`src/rtl/regbank_pkg.sv`:
```
package regbank_pkg;

    localparam int DW         = 32;
    localparam int IDX_W      = 4;
    localparam int N_COMMON   = 16;
    localparam int FIQ_LO     = 8;
    localparam int FIQ_HI     = 14;
    localparam int N_FIQ      = FIQ_HI - FIQ_LO + 1;
    localparam int PAIR_LO    = 13;
    localparam int N_PAIRMODE = 4;
    localparam int FIQ_BASE   = N_COMMON;
    localparam int PAIR_BASE  = FIQ_BASE + N_FIQ;
    localparam int N_PHYS     = PAIR_BASE + 2 * N_PAIRMODE;
    localparam int PW         = $clog2(N_PHYS);
    localparam int N_EXC      = 1 + N_PAIRMODE;

    localparam logic [4:0] MC_USR = 5'h10;
    localparam logic [4:0] MC_FIQ = 5'h11;
    localparam logic [4:0] MC_IRQ = 5'h12;
    localparam logic [4:0] MC_SVC = 5'h13;
    localparam logic [4:0] MC_ABT = 5'h17;
    localparam logic [4:0] MC_UND = 5'h1B;
    localparam logic [4:0] MC_SYS = 5'h1F;

    typedef enum logic [2:0] {
        BK_USR = 3'd0,
        BK_FIQ = 3'd1,
        BK_IRQ = 3'd2,
        BK_SVC = 3'd3,
        BK_ABT = 3'd4,
        BK_UND = 3'd5
    } bank_e;

    typedef enum logic [1:0] {
        SW_NONE = 2'd0,
        SW_FULL = 2'd1,
        SW_MODE = 2'd2,
        SW_GE   = 2'd3
    } sw_op_e;

    function automatic logic [PW-1:0] phys_slot(input bank_e bank, input logic [IDX_W-1:0] idx);
        int i;
        int b;
        int slot;
        i    = int'(idx);
        b    = int'(bank);
        slot = i;
        if (bank == BK_FIQ && i >= FIQ_LO && i <= FIQ_HI) begin
            slot = FIQ_BASE + (i - FIQ_LO);
        end else if (b >= int'(BK_IRQ) && (i == PAIR_LO || i == PAIR_LO + 1)) begin
            slot = PAIR_BASE + 2 * (b - int'(BK_IRQ)) + (i - PAIR_LO);
        end
        return PW'(slot);
    endfunction

endpackage

```
`src/rtl/rb_mode_decode.sv`:
```
module rb_mode_decode
    import regbank_pkg::*;
(
    input  logic [4:0] mode_field,
    output bank_e      bank,
    output logic       has_saved
);
    always_comb begin
        bank      = BK_USR;
        has_saved = 1'b1;
        case (mode_field)
            MC_FIQ:  bank = BK_FIQ;
            MC_IRQ:  bank = BK_IRQ;
            MC_SVC:  bank = BK_SVC;
            MC_ABT:  bank = BK_ABT;
            MC_UND:  bank = BK_UND;
            default: begin
                bank      = BK_USR;
                has_saved = 1'b0;
            end
        endcase
    end
endmodule

```
`src/rtl/rb_bank_map.sv`:
```
module rb_bank_map
    import regbank_pkg::*;
(
    input  bank_e            bank,
    input  logic [IDX_W-1:0] arch_idx,
    output logic [PW-1:0]    phys_idx
);
    always_comb begin
        phys_idx = phys_slot(bank, arch_idx);
    end
endmodule

```
`src/rtl/rb_gpr_store.sv`:
```
module rb_gpr_store
    import regbank_pkg::*;
#(
    parameter int W     = DW,
    parameter int SLOTS = N_PHYS,
    parameter int SW    = PW,
    parameter int NRD   = 2
) (
    input  logic                   clk,
    input  logic                   rst_n,
    input  logic                   we,
    input  logic [SW-1:0]          w_slot,
    input  logic [W-1:0]           w_data,
    input  logic [NRD-1:0][SW-1:0] r_slot,
    output logic [NRD-1:0][W-1:0]  r_data,
    output logic                   wr_seen
);
    logic [W-1:0] regs_d [SLOTS];
    logic [W-1:0] regs_q [SLOTS];
    logic         seen_d;
    logic         seen_q;

    always_comb begin
        for (int s = 0; s < SLOTS; s++) begin
            regs_d[s] = regs_q[s];
        end
        if (we) begin
            regs_d[w_slot] = w_data;
        end
        seen_d = we;
    end

    always_ff @(posedge clk) begin
        if (!rst_n) begin
            for (int s = 0; s < SLOTS; s++) begin
                regs_q[s] <= '0;
            end
            seen_q <= 1'b0;
        end else begin
            for (int s = 0; s < SLOTS; s++) begin
                regs_q[s] <= regs_d[s];
            end
            seen_q <= seen_d;
        end
    end

    for (genvar p = 0; p < NRD; p++) begin : g_rd
        assign r_data[p] = regs_q[r_slot[p]];
    end

    assign wr_seen = seen_q;


    wr_seen_chk: assert property (@(posedge clk) disable iff (!rst_n)
        we |=> wr_seen);


    wr_quiet_chk: assert property (@(posedge clk) disable iff (!rst_n)
        !we |=> !wr_seen);


    wr_lands_chk: assert property (@(posedge clk) disable iff (!rst_n)
        we |=> regs_q[$past(w_slot)] == $past(w_data));
endmodule

```
`src/rtl/rb_status.sv`:
```
module rb_status
    import regbank_pkg::*;
#(
    parameter int W    = DW,
    parameter int NEXC = N_EXC
) (
    input  logic         clk,
    input  logic         rst_n,
    input  logic [1:0]   op,
    input  logic [W-1:0] op_data,
    input  bank_e        bank,
    input  logic         has_saved,
    input  logic         ssw_we,
    input  logic [W-1:0] ssw_wdata,
    output logic [W-1:0] stat_word,
    output logic [W-1:0] saved_word
);
    localparam int XW = $clog2(NEXC);

    typedef struct packed {
        logic [W-1:0]            cur;
        logic [NEXC-1:0][W-1:0]  saved;
    } stat_t;

    stat_t st_d;
    stat_t st_q;
    logic [XW-1:0] exc_sel;

    always_comb begin
        exc_sel = XW'(int'(bank) - 1);
    end

    always_comb begin
        st_d = st_q;
        case (sw_op_e'(op))
            SW_FULL: st_d.cur = op_data;
            SW_MODE: st_d.cur[4:0] = op_data[4:0];
            SW_GE:   st_d.cur[19:16] = op_data[3:0];
            default: st_d.cur = st_q.cur;
        endcase
        if (ssw_we && has_saved) begin
            st_d.saved[exc_sel] = ssw_wdata;
        end
    end

    always_ff @(posedge clk) begin
        if (!rst_n) begin
            st_q       <= '0;
            st_q.cur   <= W'(MC_SVC);
        end else begin
            st_q <= st_d;
        end
    end

    assign stat_word  = st_q.cur;
    assign saved_word = has_saved ? st_q.saved[exc_sel] : '0;


    ge_keep_chk: assert property (@(posedge clk) disable iff (!rst_n)
        (op == 2'd3) |=> (stat_word[19:16] == $past(op_data[3:0])) &&
                         (stat_word[31:20] == $past(stat_word[31:20])) &&
                         (stat_word[15:0]  == $past(stat_word[15:0])));


    mode_keep_chk: assert property (@(posedge clk) disable iff (!rst_n)
        (op == 2'd2) |=> (stat_word[4:0] == $past(op_data[4:0])) &&
                         (stat_word[31:5] == $past(stat_word[31:5])));


    stat_hold_chk: assert property (@(posedge clk) disable iff (!rst_n)
        (op == 2'd0) |=> $stable(stat_word));


    saved_ignore_chk: assert property (@(posedge clk) disable iff (!rst_n)
        (ssw_we && !has_saved) |=> $stable(st_q.saved));
endmodule

```
`src/rtl/banked_regfile.sv`:
```
module banked_regfile
    import regbank_pkg::*;
(
    input  logic              clk,
    input  logic              rst_n,
    input  logic [IDX_W-1:0]  rd_a_idx,
    output logic [DW-1:0]     rd_a_data,
    input  logic [IDX_W-1:0]  rd_b_idx,
    output logic [DW-1:0]     rd_b_data,
    input  logic              wr_en,
    input  logic [IDX_W-1:0]  wr_idx,
    input  logic [DW-1:0]     wr_data,
    output logic              wr_seen,
    input  logic [1:0]        sw_op,
    input  logic [DW-1:0]     sw_wdata,
    output logic [DW-1:0]     sw_rdata,
    input  logic              ssw_we,
    input  logic [DW-1:0]     ssw_wdata,
    output logic [DW-1:0]     ssw_rdata
);
    localparam int NRD = 2;

    logic [DW-1:0]             stat_q;
    bank_e                     bank;
    logic                      has_saved;
    logic [NRD-1:0][IDX_W-1:0] rd_idx;
    logic [NRD-1:0][PW-1:0]    rd_slot;
    logic [NRD-1:0][DW-1:0]    rd_data;
    logic [PW-1:0]             wr_slot;

    rb_mode_decode u_dec (
        .mode_field (stat_q[4:0]),
        .bank       (bank),
        .has_saved  (has_saved)
    );

    assign rd_idx[0] = rd_a_idx;
    assign rd_idx[1] = rd_b_idx;

    for (genvar p = 0; p < NRD; p++) begin : g_rmap
        rb_bank_map u_rmap (
            .bank     (bank),
            .arch_idx (rd_idx[p]),
            .phys_idx (rd_slot[p])
        );
    end

    rb_bank_map u_wmap (
        .bank     (bank),
        .arch_idx (wr_idx),
        .phys_idx (wr_slot)
    );

    rb_gpr_store #(.NRD(NRD)) u_store (
        .clk     (clk),
        .rst_n   (rst_n),
        .we      (wr_en),
        .w_slot  (wr_slot),
        .w_data  (wr_data),
        .r_slot  (rd_slot),
        .r_data  (rd_data),
        .wr_seen (wr_seen)
    );

    rb_status u_stat (
        .clk        (clk),
        .rst_n      (rst_n),
        .op         (sw_op),
        .op_data    (sw_wdata),
        .bank       (bank),
        .has_saved  (has_saved),
        .ssw_we     (ssw_we),
        .ssw_wdata  (ssw_wdata),
        .stat_word  (stat_q),
        .saved_word (ssw_rdata)
    );

    assign rd_a_data = rd_data[0];
    assign rd_b_data = rd_data[1];
    assign sw_rdata  = stat_q;


    pc_shared_chk: assert property (@(posedge clk) disable iff (!rst_n)
        (wr_en && wr_idx == 4'd15 && sw_op == 2'd2 && rd_a_idx == 4'd15) |=>
        (rd_a_idx != 4'd15) || (rd_a_data == $past(wr_data)));
endmodule

```
`config.mk`:
```
export PLATFORM = sky130hd
export DESIGN_NAME = banked_regfile
export DESIGN_NICKNAME = d
export VERILOG_FILES = /design/src/rtl/regbank_pkg.sv /design/src/rtl/rb_mode_decode.sv /design/src/rtl/rb_bank_map.sv /design/src/rtl/rb_gpr_store.sv /design/src/rtl/rb_status.sv /design/src/rtl/banked_regfile.sv
export SDC_FILE = /design/constraint.sdc
export NUM_CORES = 2
export LEC_CHECK = 0
export BUFFER_PORTS_ARGS = -buffer_cell sky130_fd_sc_hd__buf_2
export CELL_PAD_IN_SITES_DETAIL_PLACEMENT = 1
export CELL_PAD_IN_SITES_GLOBAL_PLACEMENT = 2
export CORE_MARGIN = 1
export CORE_UTILIZATION = 35
export CTS_CLUSTER_DIAMETER = 50
export DETAILED_ROUTE_END_ITERATION = 7
export PLACE_DENSITY = 0.76
export SKIP_LAST_GASP = 1
export SYNTH_ARGS = -nofsm -noshare
export SYNTH_HDL_FRONTEND = slang
export SYNTH_SLANG_ARGS = --single-unit
```
`constraint.sdc`:
```
create_clock -name clk -period 14.47 [get_ports clk]
set_input_delay 1.447 -clock clk [delete_from_list [all_inputs] [get_ports clk]]
set_output_delay 1.447 -clock clk [all_outputs]
set_load 0.02 [all_outputs]
```
* Word-level counts from Yosys, hierarchy flattened
Memories as Yosys holds them, arrays and structs flattened. Index checks and enable logic that the tools add are counted.
Operators by class: order comparisons 11, bitwise operators 32, $add $sub $neg 15, reductions and logical operators 18, equal/unequal tests 15, mux-type cells 52
Operators by type and width (number):
- two-way mux 32 bit | 35
- bitwise mux 992 bit | 1
- two-way mux 992 bit | 1
- bitwise mux 160 bit | 1
- demux 32 bit (select 5 bit) | 1
- binary-select mux 32 bit (select 3 bit) | 1
- demux 32 bit (select 3 bit) | 1
- OR 1 bit | 31
- two-way mux 5 bit | 6
- subtractor 4 x 4 -> 5 bit (second input constant) | 6
- == test 5 bit (second input constant) | 5
- adder 5 bit (first input constant) | 4
- adder 5 bit | 3
- one-hot mux 3 bit (5 select lines) | 1
- == test 4 x 2 -> 1 bit (second input constant) | 3
- == test 4 x 3 -> 1 bit (second input constant) | 3
- >= comparator 4 bit (second input constant) | 3
- <= comparator 4 bit (second input constant) | 3
- logical AND 1 bit | 12
- one-hot mux 4 bit (2 select lines) | 1
- >= comparator 6 bit (second input constant) | 1
- < comparator 6 x 1 -> 1 bit (second input constant) | 1
- inverter 5 -> 6 bit | 1
- OR reduction 5 bit | 1
- 12 further kinds | 17
Storage, ports and cells: input bits 114, bits in writable memories 992, memories kept 1, bits in registers 193, word-level logic and storage cells 153, output and inout bits 129
Memories:
- u_store.regs_q | words 31, bits a word 32, read ports 33, clocked after memory_dff 0, wr ports 31, line rb_gpr_store.sv:19 | logic [W-1:0] regs_q [SLOTS];

* Depth between registers and ports, before layout
word-level depth 15, depth in mapped cells 22, depth with buffers taken out 15

* By module
A second synthesis with hierarchy kept.
Second synthesis, totals: cells, all modules 7026, area, all modules 62268.5 µm²
By module, submodules not included:
- rb_gpr_store | cells an instance 6053, area each 52699.3 µm², instances 1, sequential area each 19879.1 µm²
- rb_status | cells an instance 875, area each 8755.9 µm², instances 1, sequential area each 3843.7 µm²
- rb_bank_map | cells an instance 29, area each 250.2 µm², instances 3, sequential area each 0.0 µm²
- rb_mode_decode | cells an instance 11, area each 62.6 µm², instances 1, sequential area each 0.0 µm²

* Worst setup path before layout
No wires, ideal clock.
path type reg2out, start point register u_stat.st_q, in the netlist u_stat.stat_word[3], end point output port rd_b_data[30], cell stages (with the launch flop) 20, path buffers 6, arrival 4.616 ns, data required time 13.023 ns, path slack 8.407 ns, path through dfxtp_1 -> buf_2 -> nor2b_1 -> nor3_1 -> clkbuf_1 -> buf_1 -> ha_1 -> clkbuf_1 -> clkbuf_1 -> xor2_1 -> ha_1 -> inv_1 -> fa_1 -> nand3_1 -> o221ai_1 -> and2_1 -> clkbuf_1 -> and4_1 -> o311a_1 -> nor3_1
On the way: cells in the longest elaborated chain, start to end 8, elaborated cells between the ends (all ways) 17, those cells by class 3 x add/sub; 1 x order compare; 6 x eq/ne; 3 x mux; 3 x reduce/logical; 1 x memory
Ends and longest elaborated chain:
- from (decl) | line rb_status.sv:26 | stat_t st_q;
- from (signal assigned) | line rb_status.sv:51 | st_q <= st_d;
- == test 5 bit | line rb_mode_decode.sv:11 | case (mode_field)
- one-hot mux 3 bit (5 select lines) (*) | line rb_mode_decode.sv:11
- subtractor 3 x 2 -> 4 bit | line regbank_pkg.sv:51 | slot = PAIR_BASE + 2 * (b - int'(BK_IRQ)) + (i - PAIR_LO);
- adder 5 bit (2 in series) | line regbank_pkg.sv:51
- two-way mux 5 bit | line regbank_pkg.sv:50 | end else if (b >= int'(BK_IRQ) && (i == PAIR_LO || i == PAIR_LO + 1)) begin
- two-way mux 5 bit (*) | line regbank_pkg.sv:48 | if (bank == BK_FIQ && i >= FIQ_LO && i <= FIQ_HI) begin
- memory (31 x 32 bit) (*)
- to (decl) | line banked_regfile.sv:9 | output logic [DW-1:0] rd_b_data,
Mark *: on every way between the ends. The rest lies on a longest branch, timed or not.

* Worst setup path in the final report
start point register u_stat.st_q, in the netlist u_stat.stat_word[1], end point output port rd_a_data[1]
On the way: cells in the longest elaborated chain, start to end 8, elaborated cells between the ends (all ways) 17, those cells by class 3 x add/sub; 1 x order compare; 6 x eq/ne; 3 x mux; 3 x reduce/logical; 1 x memory
Ends and longest elaborated chain:
- == test 5 bit | line rb_mode_decode.sv:11
- one-hot mux 3 bit (5 select lines) (*) | line rb_mode_decode.sv:11
- subtractor 3 x 2 -> 4 bit | line regbank_pkg.sv:51
- adder 5 bit (2 in series) | line regbank_pkg.sv:51
- two-way mux 5 bit | line regbank_pkg.sv:50
- two-way mux 5 bit (*) | line regbank_pkg.sv:48
- memory (31 x 32 bit) (*)
- to (decl) | line banked_regfile.sv:7 | output logic [DW-1:0] rd_a_data,
Marked as above.

==> results.yml <==
run_status:
  outcome: "finished clean"
job:
  maxCapViolCount: 0
placed_design:
  portBuffers: 242
  placed_area_um2: 66800
  gp_congestion: 0.862
  dpl.hpwl_mm: 177
synth:
  synth-edff-count: 0
  yosysSeqAreaShare_pct: 36.6
  netlist_area_um2: 64700
  synthesis.nets: 8655
  synthCells: 8521
  synth_top_area_share_pct: 36.6
  synth-seq-cells: 1185
  yosysMostFrequentCell: "nand2_1"
  synth_area_leaders: "dfxtp_1, nand2_1, a21boi_0, mux2i_1, a21boi_1"
  synth_ff_type: "dfxtp_1"
  ys_warn_count: 0
  synth_top_area_cell: "dfxtp_1"
  async_reset_ff_share_pct: 0
  avgSynthCellArea_um2: 7.60
  yosysUniqueCellTypes: 73
  synthTopCellsByCount: "nand2_1, dfxtp_1, clkbuf_1"
global_route:
  groute.usage.overall_pct: 32.5
  antenna_found_initial: 24
  grt_overflow: 0
  grt_pass1_wl_mm: 457
  grt_pass1_vias: 67365
  grt_max_degree: 230
clocking:
  hold_buffers: 0
  root_buffer: "clkbuf_16"
  cts_setup_buffers: 0
  insertion_delay_ps: 830
  cts_tree: "done"
  cts_buffer_depth: 3
  cts_num_sinks: 1185
  numCtsBuffers: 175
  clk_pin_slew_ps: 50
  ctsResizeCount: 0
  htreeDepth: 4
sta:
  period_needed_ps: 10520
  setup_viol: 0
  tightest_slew_ps: 1420
  max_slew_margin_pct: 4.72
  rsz0062_at_grt: "false"
  maxSlewViolCount: 0
  finalClockSkew_ps: 36.2
  hold_viol_final: 0
  min_period_over_period_pct: 72.7
  finalSetupTns_ps: 0
  max_freq_mhz: 95.1
critical_path:
  critPathKind: "register to primary output"
  critPathArrivalTime_ps: 9070
  crit_path_max_fanout: 161
  required_ps: 13020
  rr_worst_depth: 18
  critPathCaptureType: "primary output"
  start_kind: "register"
drt:
  ant_nets: 0
  drc_errors: 0
  vias_per_cell: 6.23
  vias: 67145
  drt-pass1-iter-count: 6
  drt_iter0_drc: 6147
  routed_wirelength_mm: 313
  wl_per_cell_um: 29.1
power:
  ir_drop_mv: 0.109
  p_per_area_nw_per_um2: 135
  leakagePower_nw: 23.4
hold_path:
  hp-class: "register to register"
  hold_path_depth: 2
floorplan:
  placeableCoreArea_um2: 183000
  io_pins: 243
  die_h_um: 432
  floorplan.rows: 157
  initial_utilization_pct: 35.3
  die_w_um: 432
  die_area_um2: 187000
final_layout:
  final_util_pct: 39.7
  area_delta_synth_final_pct: 12.5
  final_nets: 8278
  layout-drive-gt1-share_pct: 9.60
  final_area_um2: 72800
[cell usage in the layout (no fill, tap or decap), drive strengths merged, types with 97 or more instances in the layout]
master | synthesis | layout
a211oi | 317 | 317
a21boi | 1088 | 1088
a21oi | 195 | 195
a221oi | 127 | 127
buf | 208 | 395
clkbuf | 741 | 229
dfxtp | 1185 | 1185
inv | 108 | 129
mux2i | 383 | 383
nand2 | 2481 | 2481
nand3 | 328 | 328
nor2b | 99 | 99
o211ai | 131 | 131
o21ai | 331 | 331
o221ai | 227 | 227
o22ai | 97 | 97
[layer usage]
| metal | vias to the layer above | track usage [%] | routed length, um |
|---|---|---|---|
| li1 | 29185 | - | - |
| met1 | 34395 | 42.5 | 135000 |
| met2 | 2810 | 52.6 | 143000 |
| met3 | 753 | 4.68 | 21400 |
| met4 | 2 | 14.9 | 14300 |
| met5 | - | 0 | 8 |
[layout make-up]
cell class / count / area [um2]
tap: 2464 / 3080
clock buffer: 229 / 4860
fill: 22006 / 111000
timing repair buffer: 395 / 2460
multi-input combinational: 6276 / 37200
antenna: 25 / 62.6
clock inverter: 92 / 1080
sequential: 1185 / 23700
inverter: 111 / 419
[state kept, by name, indices dropped and copies added, names as in the netlist]
name,flops
u_stat.stat_word,32
u_store.regs_q,992
u_store.wr_seen,1
u_stat.st_q,160
[critical path: stages (launching register included)]
cell and delay (ps):
dfxtp_1 570, nor2b_1 170, nor3_2 130, buf_4 440
clkinv_1 810, buf_4 500, ha_1 220, nor2b_1 250
a31o_1 540, a211oi_4 40, buf_4 360, o21ai_4 900
buf_12 740, a211oi_1 180, nor4_1 1090, o221ai_1 700
nand4_1 300, buf_2 200
[path summary, 6_finish.rpt]
check / slack, ps / endpoint / startpoint
setup / recovery: 3950 / rd_a_data[1] / u_stat.stat_word[1]$_SDFFE_PN1P_
hold / removal: 450 / u_stat.st_q[136]$_SDFFE_PN0P_ / u_stat.st_q[136]$_SDFFE_PN0P_
hold reg to reg: 450 / u_stat.st_q[136]$_SDFFE_PN0P_ / u_stat.st_q[136]$_SDFFE_PN0P_
setup reg to reg: 7090 / u_store.regs_q[2][26]$_SDFFE_PN0P_ / u_stat.stat_word[1]$_SDFFE_PN1P_
[stage by stage]
step / worst slack [ps] / std cells / hold slack, ps / power (mW)
floorplan: 8410 / 8521 / 431 / 4.60
global placement: 4880 / 10431 / 436 / 5.44
detailed placement: 4950 / 10431 / 445 / 5.45
CTS: 4060 / 10752 / 453 / 9.87
global route: 3670 / 10772 / 470 / 10.1
finish: 3950 / 10777 / 451 / 9.85
[report_power, final]
part	internal [mW]	leakage, nW	total (mW)	switching (mW)
logic	0.527	11.0	2.05	1.53
registers	3.33	9.56	3.38	0.0445
clock network	2.67	2.90	4.42	1.75
[logic make-up after synthesis]
logic type                 share of synthesized area [%]
AOI/OAI and AO/OA                                   29.5
and+or+nand+nor                                     20.4
xor gates and xnor gates                           0.271
DFF                                                 36.6
buffers and inverters                               6.71
adders and majority gates                          0.421
muxes                                               6.10
(Power assumes the default switching activity.)
